File: src/rtl/irq_router_pkg.sv
package irq_router_pkg;
  localparam int SEL_W     = 4;
  localparam int NUM_SRC   = 9;
  localparam int DATA_W    = 32;
  localparam logic [7:0] OFS_TRIG  = 8'h64;
  localparam logic [7:0] OFS_PERIPH = 8'h68;
  localparam logic [7:0] OFS_PCI   = 8'h6C;

  typedef enum int {
    SRC_SER1 = 0, SRC_SER2 = 1, SRC_PAR = 2, SRC_FDC = 3, SRC_DSK1 = 4,
    SRC_PCIA = 5, SRC_PCIB = 6, SRC_PCIC = 7, SRC_PCID = 8
  } src_e;
endpackage

File: src/rtl/irq_cfg_regs.sv
module irq_cfg_regs
  import irq_router_pkg::*;
#(
  parameter int NUM_LINES = 8,
  parameter int ADDR_W    = 8
) (
  input  logic                       clk,
  input  logic                       rst,
  input  logic                       we,
  input  logic [ADDR_W-1:0]          addr,
  input  logic [DATA_W-1:0]          wdata,
  output logic [NUM_SRC*SEL_W-1:0]   route_o,
  output logic [NUM_LINES-1:0]       trig_o
);
  logic aligned;
  assign aligned = (addr[1:0] == 2'b00);

  always_ff @(posedge clk) begin
    if (rst) begin
      route_o <= '0;
      trig_o  <= '0;
    end else if (we && aligned) begin
      if (addr == OFS_TRIG) begin
        trig_o <= wdata[24 +: NUM_LINES];
      end
      if (addr == OFS_PERIPH) begin
        route_o[SRC_SER1*SEL_W +: SEL_W] <= wdata[11:8];
        route_o[SRC_SER2*SEL_W +: SEL_W] <= wdata[15:12];
        route_o[SRC_PAR*SEL_W  +: SEL_W] <= wdata[19:16];
        route_o[SRC_FDC*SEL_W  +: SEL_W] <= wdata[23:20];
        route_o[SRC_DSK1*SEL_W +: SEL_W] <= wdata[27:24];
      end
      if (addr == OFS_PCI) begin
        route_o[SRC_PCIA*SEL_W +: SEL_W] <= wdata[3:0];
        route_o[SRC_PCIB*SEL_W +: SEL_W] <= wdata[7:4];
        route_o[SRC_PCIC*SEL_W +: SEL_W] <= wdata[11:8];
        route_o[SRC_PCID*SEL_W +: SEL_W] <= wdata[15:12];
      end
    end
  end

  AST_RESET_CLEARS: assert property (@(posedge clk) rst |=> (trig_o == '0 && route_o == '0));
  AST_MISALIGNED_IGNORED: assert property (@(posedge clk) disable iff (rst)
    (we && !aligned) |=> ($stable(route_o) && $stable(trig_o)));
  AST_FOREIGN_ADDR_IGNORED: assert property (@(posedge clk) disable iff (rst)
    (we && addr != OFS_TRIG && addr != OFS_PERIPH && addr != OFS_PCI) |=> ($stable(route_o) && $stable(trig_o)));
endmodule

File: src/rtl/irq_route_mux.sv
module irq_route_mux
  import irq_router_pkg::*;
#(
  parameter int NUM_LINES = 8
) (
  input  logic [NUM_SRC*SEL_W-1:0] route_i,
  input  logic [NUM_SRC-1:0]       src_i,
  output logic [NUM_LINES-1:0]     lvl_o
);
  logic [NUM_SRC-1:0] hit [NUM_LINES];

  for (genvar n = 0; n < NUM_LINES; n++) begin : g_line
    for (genvar s = 0; s < NUM_SRC; s++) begin : g_src
      if (n == 0) begin : g_none
        assign hit[n][s] = 1'b0;
      end else begin : g_dec
        assign hit[n][s] = (route_i[s*SEL_W +: SEL_W] == SEL_W'(n));
      end
    end
    assign lvl_o[n] = |(hit[n] & src_i);
  end

  for (genvar s = 0; s < NUM_SRC; s++) begin : g_chk
    logic [NUM_LINES-1:0] col;
    for (genvar n = 0; n < NUM_LINES; n++) begin : g_col
      assign col[n] = hit[n][s];
    end
    always_comb begin
      AST_SRC_ONE_LINE: assert ($onehot0(col));
    end
  end
endmodule

File: src/rtl/irq_line_cond.sv
module irq_line_cond (
  input  logic clk,
  input  logic rst,
  input  logic lvl_i,
  input  logic level_mode_i,
  input  logic ack_i,
  output logic irq_o
);
  logic lvl_prev;
  logic rise;
  assign rise = lvl_i & ~lvl_prev;

  always_ff @(posedge clk) begin
    if (rst) begin
      lvl_prev <= 1'b0;
      irq_o    <= 1'b0;
    end else begin
      lvl_prev <= lvl_i;
      if (level_mode_i) irq_o <= lvl_i;
      else              irq_o <= (irq_o & ~ack_i) | rise;
    end
  end

  AST_LEVEL_FOLLOWS: assert property (@(posedge clk) disable iff (rst)
    level_mode_i |=> (irq_o == $past(lvl_i)));
  AST_EDGE_HOLDS: assert property (@(posedge clk) disable iff (rst)
    (!level_mode_i && irq_o && !ack_i) |=> irq_o);
  AST_EDGE_NO_SPURIOUS: assert property (@(posedge clk) disable iff (rst)
    (!level_mode_i && !irq_o && !(lvl_i && !lvl_prev)) |=> !irq_o);
endmodule

File: src/rtl/irq_router.sv
module irq_router
  import irq_router_pkg::*;
#(
  parameter int NUM_LINES = 8,
  parameter int ADDR_W    = 8
) (
  input  logic                  clk,
  input  logic                  rst,
  input  logic                  cfg_we,
  input  logic [ADDR_W-1:0]     cfg_addr,
  input  logic [DATA_W-1:0]     cfg_wdata,
  input  logic [NUM_SRC-1:0]    src_i,
  input  logic [NUM_LINES-1:0]  ack_i,
  output logic [NUM_LINES-1:0]  irq_o
);
  logic [NUM_SRC*SEL_W-1:0] route;
  logic [NUM_LINES-1:0]     trig;
  logic [NUM_LINES-1:0]     lvl;

  irq_cfg_regs #(.NUM_LINES(NUM_LINES), .ADDR_W(ADDR_W)) u_regs (
    .clk(clk), .rst(rst), .we(cfg_we), .addr(cfg_addr), .wdata(cfg_wdata),
    .route_o(route), .trig_o(trig)
  );

  irq_route_mux #(.NUM_LINES(NUM_LINES)) u_mux (
    .route_i(route), .src_i(src_i), .lvl_o(lvl)
  );

  for (genvar n = 0; n < NUM_LINES; n++) begin : g_cond
    irq_line_cond u_cond (
      .clk(clk), .rst(rst), .lvl_i(lvl[n]), .level_mode_i(trig[n]),
      .ack_i(ack_i[n]), .irq_o(irq_o[n])
    );
  end

  AST_LINE0_QUIET: assert property (@(posedge clk) disable iff (rst)
    !$past(rst) |-> !irq_o[0]);
endmodule

File: config.mk
export PLATFORM = sky130hd
export DESIGN_NAME = irq_router
export DESIGN_NICKNAME = d
export VERILOG_FILES = /design/src/rtl/irq_router_pkg.sv /design/src/rtl/irq_cfg_regs.sv /design/src/rtl/irq_route_mux.sv /design/src/rtl/irq_line_cond.sv /design/src/rtl/irq_router.sv
export SDC_FILE = /design/constraint.sdc
export NUM_CORES = 1
export LEC_CHECK = 0
export BUFFER_PORTS_ARGS = -buffer_cell sky130_fd_sc_hd__buf_2
export CORE_MARGIN = 2
export CORE_UTILIZATION = 48
export DETAILED_ROUTE_END_ITERATION = 10
export PLACE_DENSITY = 0.76
export SYNTH_ARGS = -nofsm -noshare
export SYNTH_HDL_FRONTEND = slang
export SYNTH_SLANG_ARGS = --single-unit
File: constraint.sdc
create_clock -name clk -period 1.2 [get_ports clk]
set_input_delay 0 -clock clk [delete_from_list [all_inputs] [get_ports clk]]
set_output_delay 0 -clock clk [all_outputs]
set_load 0.03 [all_outputs]
==> run_results.csv, run 1 <==
group,metric,value,unit
place,place.gp.congestion,0.838,
cells_and_area,nets,501,
synth,syn-num-nets,369,
cells_and_area,mostFrequentLayoutCells,"67 x buf_2, 48 x nor2_1, 44 x mux2i_1",
sta,setup_ws,-0.238,ns
floorplan,fp.dieH,80.7,um
floorplan,dieArea,6510,um2
sta,grt_setup_unrepaired,"yes",
worst_setup_path,end_kind,"register",
floorplan,num_rows,27,
clock_tree,cts_tree,"built",
pwr,p_leak,2.03,nW
clock_tree,clockBufferDepth,2,
synth,synthDistinctLibCells,26,
sta,drv_slew,0,
clock_tree,cts_sinks,59,
grt,grt_util_all_layers,26.1,%
sta,setup_viol,14,
clock_tree,worstSkewPairLatency,0.34,ns
route,ant_nets,0,
worst_setup_path,cp.arrival,1.69,ns
clock_tree,clkTransAtPathRegs,0.08,ns
grt,grt_pass1_vias,2832,
worst_setup_path,start_kind,"register",
synth,yosys.area_share.simple,30.4,%
floorplan,initial_core_util,50.4,%
outcome,status,"finished, violations left",
grt,grt_overflow_total,0,
cells_and_area,final_util,80.1,%
synth,avgSynthCellArea,9.14,um2
cells_and_area,stdcell_area,4490,um2
place,post-dp-hpwl,5540,um
hold_path,hold_path_class,"in2reg",
grt,grt_start_max_net_pins,60,
floorplan,coreArea,5610,um2
route,post_drt_wl_per_cell,18.1,um
clock_tree,clockRootBuffer,"clkbuf_8",
grt,grt_pass1_wl,12800,um
synth,synth_top_family_by_area,"simple AND/OR/NAND/NOR gates",
synth,synth.cell_area,2820,um2
synth,yosysSeqAreaShare,41.8,%
route,remaining_drc_errors,0,
synth,yosysWarnings,0,
route,vias_per_cell,5.77,
sta,fin_crit_sh,120,%
cells_and_area,drive_gt1_share,47.3,%
place,pre_cts_slack,-0.191,ns
sta,hold_violations,0,
sta,fin_worst_skew,0.0150,ns
grt,antenna_found_initial,0,
cells_and_area,layout_commonest_cell,"buf_2",
place,io_buffers,67,
pwr,ir_worst_vdd,0.000863,V
worst_setup_path,critical_path.max_fanout,3,
route,drt_wl_total,9400,um
worst_setup_path,cp_data_required_time,1.45,ns
flow_run,cap_violations,0,
sta,period_needed,1.44,ns
route,drt-initial-drc-count,212,
sta,max_clock_freq,696,MHz
cells_and_area,synthToLayoutAreaGrowth,59.0,%
synth,synthMuxAreaShare,15.6,%
route,firstDrtPassIters,4,
clock_tree,cts-buffers-inserted,9,
clock_tree,h-tree-depth,3,
sta,relSlewSlack,68.8,%
floorplan,die_w,80.7,um
cells_and_area,diodes,0,
sta,max_slew.worst_pin.slew,0.465,ns
route,dr_total_vias,2991,
synth,synthAdderAreaFrac,0,%
place,placed_area,3440,um2
worst_setup_path,crit_type,"reg2reg",
outcome,violations,"negative setup slack",
synth,synth_compound_area_share,7.98,%
synth,synth_seq_cells,59,
synth,synthXorXnorAreaFrac,0,%
pwr,total_power,4.06,mW
pwr,power_density,905,nW/um2
floorplan,io_pins,68,
synth,syn_inst,309,
==> cells by family (layout without fill, tap and decap cells) <==
logic type	after synthesis	in the layout
buffers and inverters	19	156
DFF	59	59
muxes	44	44
AOI/OAI and AO/OA	33	33
and+or+nand+nor	154	154
==> state kept, by name, summed over array words and instances (netlist names) <==
| name | count |
|---|---|
| g_cond.u_cond.lvl_prev | 7 |
| u_regs.trig_o | 8 |
| g_cond.u_cond.irq_o | 8 |
| u_regs.route_o | 36 |
==> what timing repair did <==
action / 4_1_cts / 5_1_grt
buffers inserted: 2 / 7
resized for setup: 36 / 64
pin swaps: 16 / 18
endpoints found under the setup margin: 14 / 14
hold buffers: 33 / 0
hold endpoints to repair: 45 / 0
==> cells in the mapped netlist <==
cell	instances	share of area, %
nor3b_2	1	0.44
nand3_1	2	0.35
nand2b_1	15	3.3
nand4_4	1	0.75
o32ai_1	5	1.6
nand2_1	9	1.2
and4bb_2	1	0.44
nand3b_1	9	2.4
nand4b_1	2	0.62
o22ai_2	1	0.44
a211oi_1	7	1.9
a21oi_1	7	1.2
dfxtp_1	59	42
o22ai_1	13	2.9
mux2i_1	44	16
nor3b_1	16	4.3
nor3_1	18	3.2
buf_2	1	0.18
nor4_1	11	2.4
clkbuf_1	7	0.93
nor2_1	58	7.7
nor4b_1	2	0.62
or3b_1	8	2.5
or2_2	1	0.22
buf_6	1	0.40
buf_4	10	2.7
==> worst max-delay path, cell delays in order, from the launching register on <==
cell      delay, ns
dfxtp_1        0.35
or3b_4         0.43
o22ai_2        0.24
nor3_1         0.09
a211oi_1       0.23
==> power breakdown <==
part	switching, mW	internal, mW
clock network	0.778	1.00
registers	0.00242	1.96
logic	0.132	0.184
total	0.912	3.15
==> through the flow <==
step | hold WS, ns | instances | setup TNS [ns]
floorplan | 0.0773 | 309 | -0.000269
global placement | 0.164 | 462 | -1.45
detailed placement | 0.175 | 462 | -1.54
CTS | 0.0780 | 512 | -0.898
global route | 0.118 | 518 | -2.46
finish | 0.0784 | 518 | -1.65
==> area by class of cell <==
class / count / area (um2)
multi-input combinational: 231 / 1980
sequential: 59 / 1200
fill: 347 / 1120
timing repair buffer: 140 / 1020
clock buffer: 11 / 141
tap: 72 / 90.1
clock inverter: 5 / 52.6
==> path summary, 6_finish.rpt <==
kind,from,to,slack (ns),cells after the start
worst min-delay path,ack_i[2],g_cond[2].u_cond.irq_o$_SDFF_PP0_,0.08,4
worst min register to register,u_regs.trig_o[0]$_SDFFE_PP0P_,g_cond[0].u_cond.irq_o$_SDFF_PP0_,0.44,1
worst max-delay path,u_regs.route_o[22]$_SDFFE_PP0P_,g_cond[1].u_cond.irq_o$_SDFF_PP0_,-0.24,4
worst max register to register,u_regs.route_o[22]$_SDFFE_PP0P_,g_cond[1].u_cond.irq_o$_SDFF_PP0_,-0.24,4
==> layer usage <==
| layer | global-route usage, % | vias up | wire, um | part of all wire (%) |
|---|---|---|---|---|
| li1 | - | 1385 | - | - |
| met1 | 30.3 | 1430 | 3690 | 39 |
| met2 | 46.6 | 133 | 4730 | 50 |
| met3 | 4.72 | 43 | 542 | 5.8 |
| met4 | 12.0 | 0 | 436 | 4.6 |
| met5 | 0 | - | 0 | 0 |
No activity file was read; power rests on OpenSTA's default activity.
==> run 2: changes to the inputs <==
--- a/config.mk
+++ b/config.mk
@@ -7,9 +7,9 @@
 export LEC_CHECK = 0
 export BUFFER_PORTS_ARGS = -buffer_cell sky130_fd_sc_hd__buf_2
 export CORE_MARGIN = 2
-export CORE_UTILIZATION = 48
+export CORE_UTILIZATION = 53
 export DETAILED_ROUTE_END_ITERATION = 10
-export PLACE_DENSITY = 0.76
+export PLACE_DENSITY = 0.79
 export SYNTH_ARGS = -nofsm -noshare
 export SYNTH_HDL_FRONTEND = slang
 export SYNTH_SLANG_ARGS = --single-unit
==> constraint.sdc (replaced) <==
create_clock -name clk -period 1.65 [get_ports clk]
set_input_delay 0 -clock clk [delete_from_list [all_inputs] [get_ports clk]]
set_output_delay 0 -clock clk [all_outputs]
set_load 0.03 [all_outputs]
==> run_results.csv, run 2 (same netlist as run 1, synthesis figures left out) <==
group,metric,value,unit
grt,grt_pass1_vias,2555,
place,io_buffers,67,
route,drt_wl_total,7310,um
place,placed_area,3170,um2
grt,grt_pass1_wl,11800,um
worst_setup_path,crit_path_max_incr_delay,0.44,ns
hold_path,hold_path_class,"in2reg",
cells_and_area,layout_commonest_cell,"buf_2",
route,firstDrtPassIters,5,
worst_setup_path,start_kind,"register",
floorplan,initial_core_util,54.9,%
grt,grt_start_max_net_pins,36,
clock_tree,clkTransAtPathRegs,0.06,ns
place,post-dp-hpwl,5190,um
cells_and_area,synthToLayoutAreaGrowth,29.7,%
route,dr_total_vias,2695,
worst_setup_path,cp_data_required_time,1.89,ns
clock_tree,cts-buffers-inserted,9,
cells_and_area,reg_top3,"u_regs.route_o x36, g_cond.u_cond.irq_o x8, u_regs.trig_o x8",
place,place.gp.congestion,0.931,
grt,grt_overflow_total,0,
sta,fin_crit_sh,88.4,%
grt,grtUsageMet3,7.06,%
grt,gr-usage-met2,40.8,%
sta,grt_setup_unrepaired,"no",
worst_setup_path,cp_slowest_cell,"dfxtp_1",
sta,fin_worst_skew,0.00896,ns
pwr,switching_share,22.2,%
clock_tree,clockBufferDepth,2,
flow_run,cap_violations,0,
cells_and_area,stdcell_area,3660,um2
pwr,power.switching,0.604,mW
sta,period_needed,1.46,ns
route,remaining_drc_errors,0,
floorplan,fp.dieH,77.0,um
pwr,clockPowerShare,40.0,%
pwr,ir_worst_vdd,0.000524,V
floorplan,die_w,77.0,um
sta,relSlewSlack,55.7,%
grt,top_usage_layer,"met2",
floorplan,io_pins,68,
clock_tree,clockRootBuffer,"clkbuf_8",
sta,max_slew.worst_pin.slew,0.664,ns
clock_tree,worstSkewPairLatency,0.33,ns
clock_tree,cts_tree,"built",
worst_setup_path,cp.arrival,1.70,ns
worst_setup_path,crit_path_cell_trace,"nand2b_1 > nor4b_1 > nor4_1 > a211oi_1",
outcome,status,"finished clean",
floorplan,num_rows,26,
cells_and_area,mostFrequentLayoutCells,"67 x buf_2, 59 x dfxtp_1, 58 x nor2_1",
pwr,power_density,744,nW/um2
worst_setup_path,critical_path.max_fanout,5,
route,ant_nets,0,
cells_and_area,n_fill_cell,418,
grt,grt_util_all_layers,25.5,%
worst_setup_path,end_kind,"register",
pwr,p_int,2.12,mW
sta,drv_slew,0,
cells_and_area,diodes,0,
route,drt-initial-drc-count,207,
cells_and_area,nets,465,
worst_setup_path,path_buf_inv,0,
clock_tree,cts_sinks,59,
pwr,p_leak,1.72,nW
route,vias_per_cell,5.63,
floorplan,dieArea,5930,um2
pwr,pwr-share-comb,7.5,%
clock_tree,cts_setup_buffers,0,
worst_setup_path,crit_type,"reg2reg",
worst_setup_path,cp_top_family,"simple AND/OR/NAND/NOR gates",
sta,setup_viol,0,
cells_and_area,multiInputGateArea,1530,um2
cells_and_area,drive_gt1_share,21.8,%
clock_tree,h-tree-depth,3,
sta,max_clock_freq,685,MHz
cells_and_area,largest_reg_flops,36,
cells_and_area,regArea,1180,um2
grt,antenna_found_initial,0,
route,post_drt_wl_per_cell,15.3,um
floorplan,coreArea,5140,um2
cells_and_area,largest-register,"u_regs.route_o",
grt,grtUsageMet1,31.8,%
sta,hold_violations,0,
sta,setup_tns,0,ns
pwr,p_seq_share,52.4,%
==> run 2: changes by cell type in the layout (fill, tap and decap cells not counted), sizes merged <==
cell,previous run,this run
buf,107,71
bufinv,1,0
clkinvlp,1,0
clkbuf,11,12
==> run 2: cell type report <==
class	count	share of cell area [%]
Clock buffer	12	3.96
Clock inverter	3	0.410
Multi-Input combinational cell	231	41.6
Sequential cell	59	32.3
Tap cell	70	2.39
Timing Repair Buffer	104	19.3
==> run 2: tightest hold or removal path, cell delays in order <==
cell and delay (ns):
buf_2 0.08, nor3b_1 0.05, nor3_1 0.13, a211oi_1 0.09
==> run 2: final timing paths <==
path	to	start	cells past startpoint	slack, ns
max	g_cond[1].u_cond.irq_o$_SDFF_PP0_	u_regs.route_o[16]$_SDFFE_PP0P_	4	0.19
min	g_cond[1].u_cond.irq_o$_SDFF_PP0_	ack_i[1]	4	0.06
max reg2reg	g_cond[1].u_cond.irq_o$_SDFF_PP0_	u_regs.route_o[16]$_SDFFE_PP0P_	4	0.19
min reg2reg	g_cond[0].u_cond.irq_o$_SDFF_PP0_	u_regs.trig_o[0]$_SDFFE_PP0P_	1	0.42
==> run 2: power by group through the flow <==
stage	Combinational [mW]	Sequential [mW]	Clock, mW
floorplan	0.0483	1.46	0
global placement	0.140	1.46	0
detailed placement	0.142	1.46	0
CTS	0.201	1.43	1.11
global route	0.221	1.43	1.18
finish	0.205	1.43	1.09
==> run 2: what timing repair did <==
item	4_1_cts	5_1_grt
endpoints found under the hold margin	45	0
hold buffers	33	0
resized for setup	0	0
==> run 2: metal layers <==
layer | vias up | routed length, um | share of wire (%)
met5 | - | 0 | 0
met4 | 0 | 196 | 2.7
met3 | 18 | 445 | 6.1
met2 | 111 | 3490 | 48
met1 | 1247 | 3190 | 44
li1 | 1319 | - | -
==> run 2: metrics by stage <==
stage | hold slack [ns] | setup slack [ns] | utilization, % | std cells | total power, mW
2_1_floorplan | 0.0773 | 0.410 | - | 309 | 1.51
3_5_place_dp | 0.170 | 0.215 | 61.7 | 431 | 1.60
4_1_cts | 0.0501 | 0.197 | 71.3 | 479 | 2.74
5_1_grt | 0.0975 | 0.0994 | 71.3 | 479 | 2.83
6_report | 0.0617 | 0.191 | 71.3 | 479 | 2.72
3_3_place_gp | 0.165 | 0.269 | 61.7 | 431 | 1.60
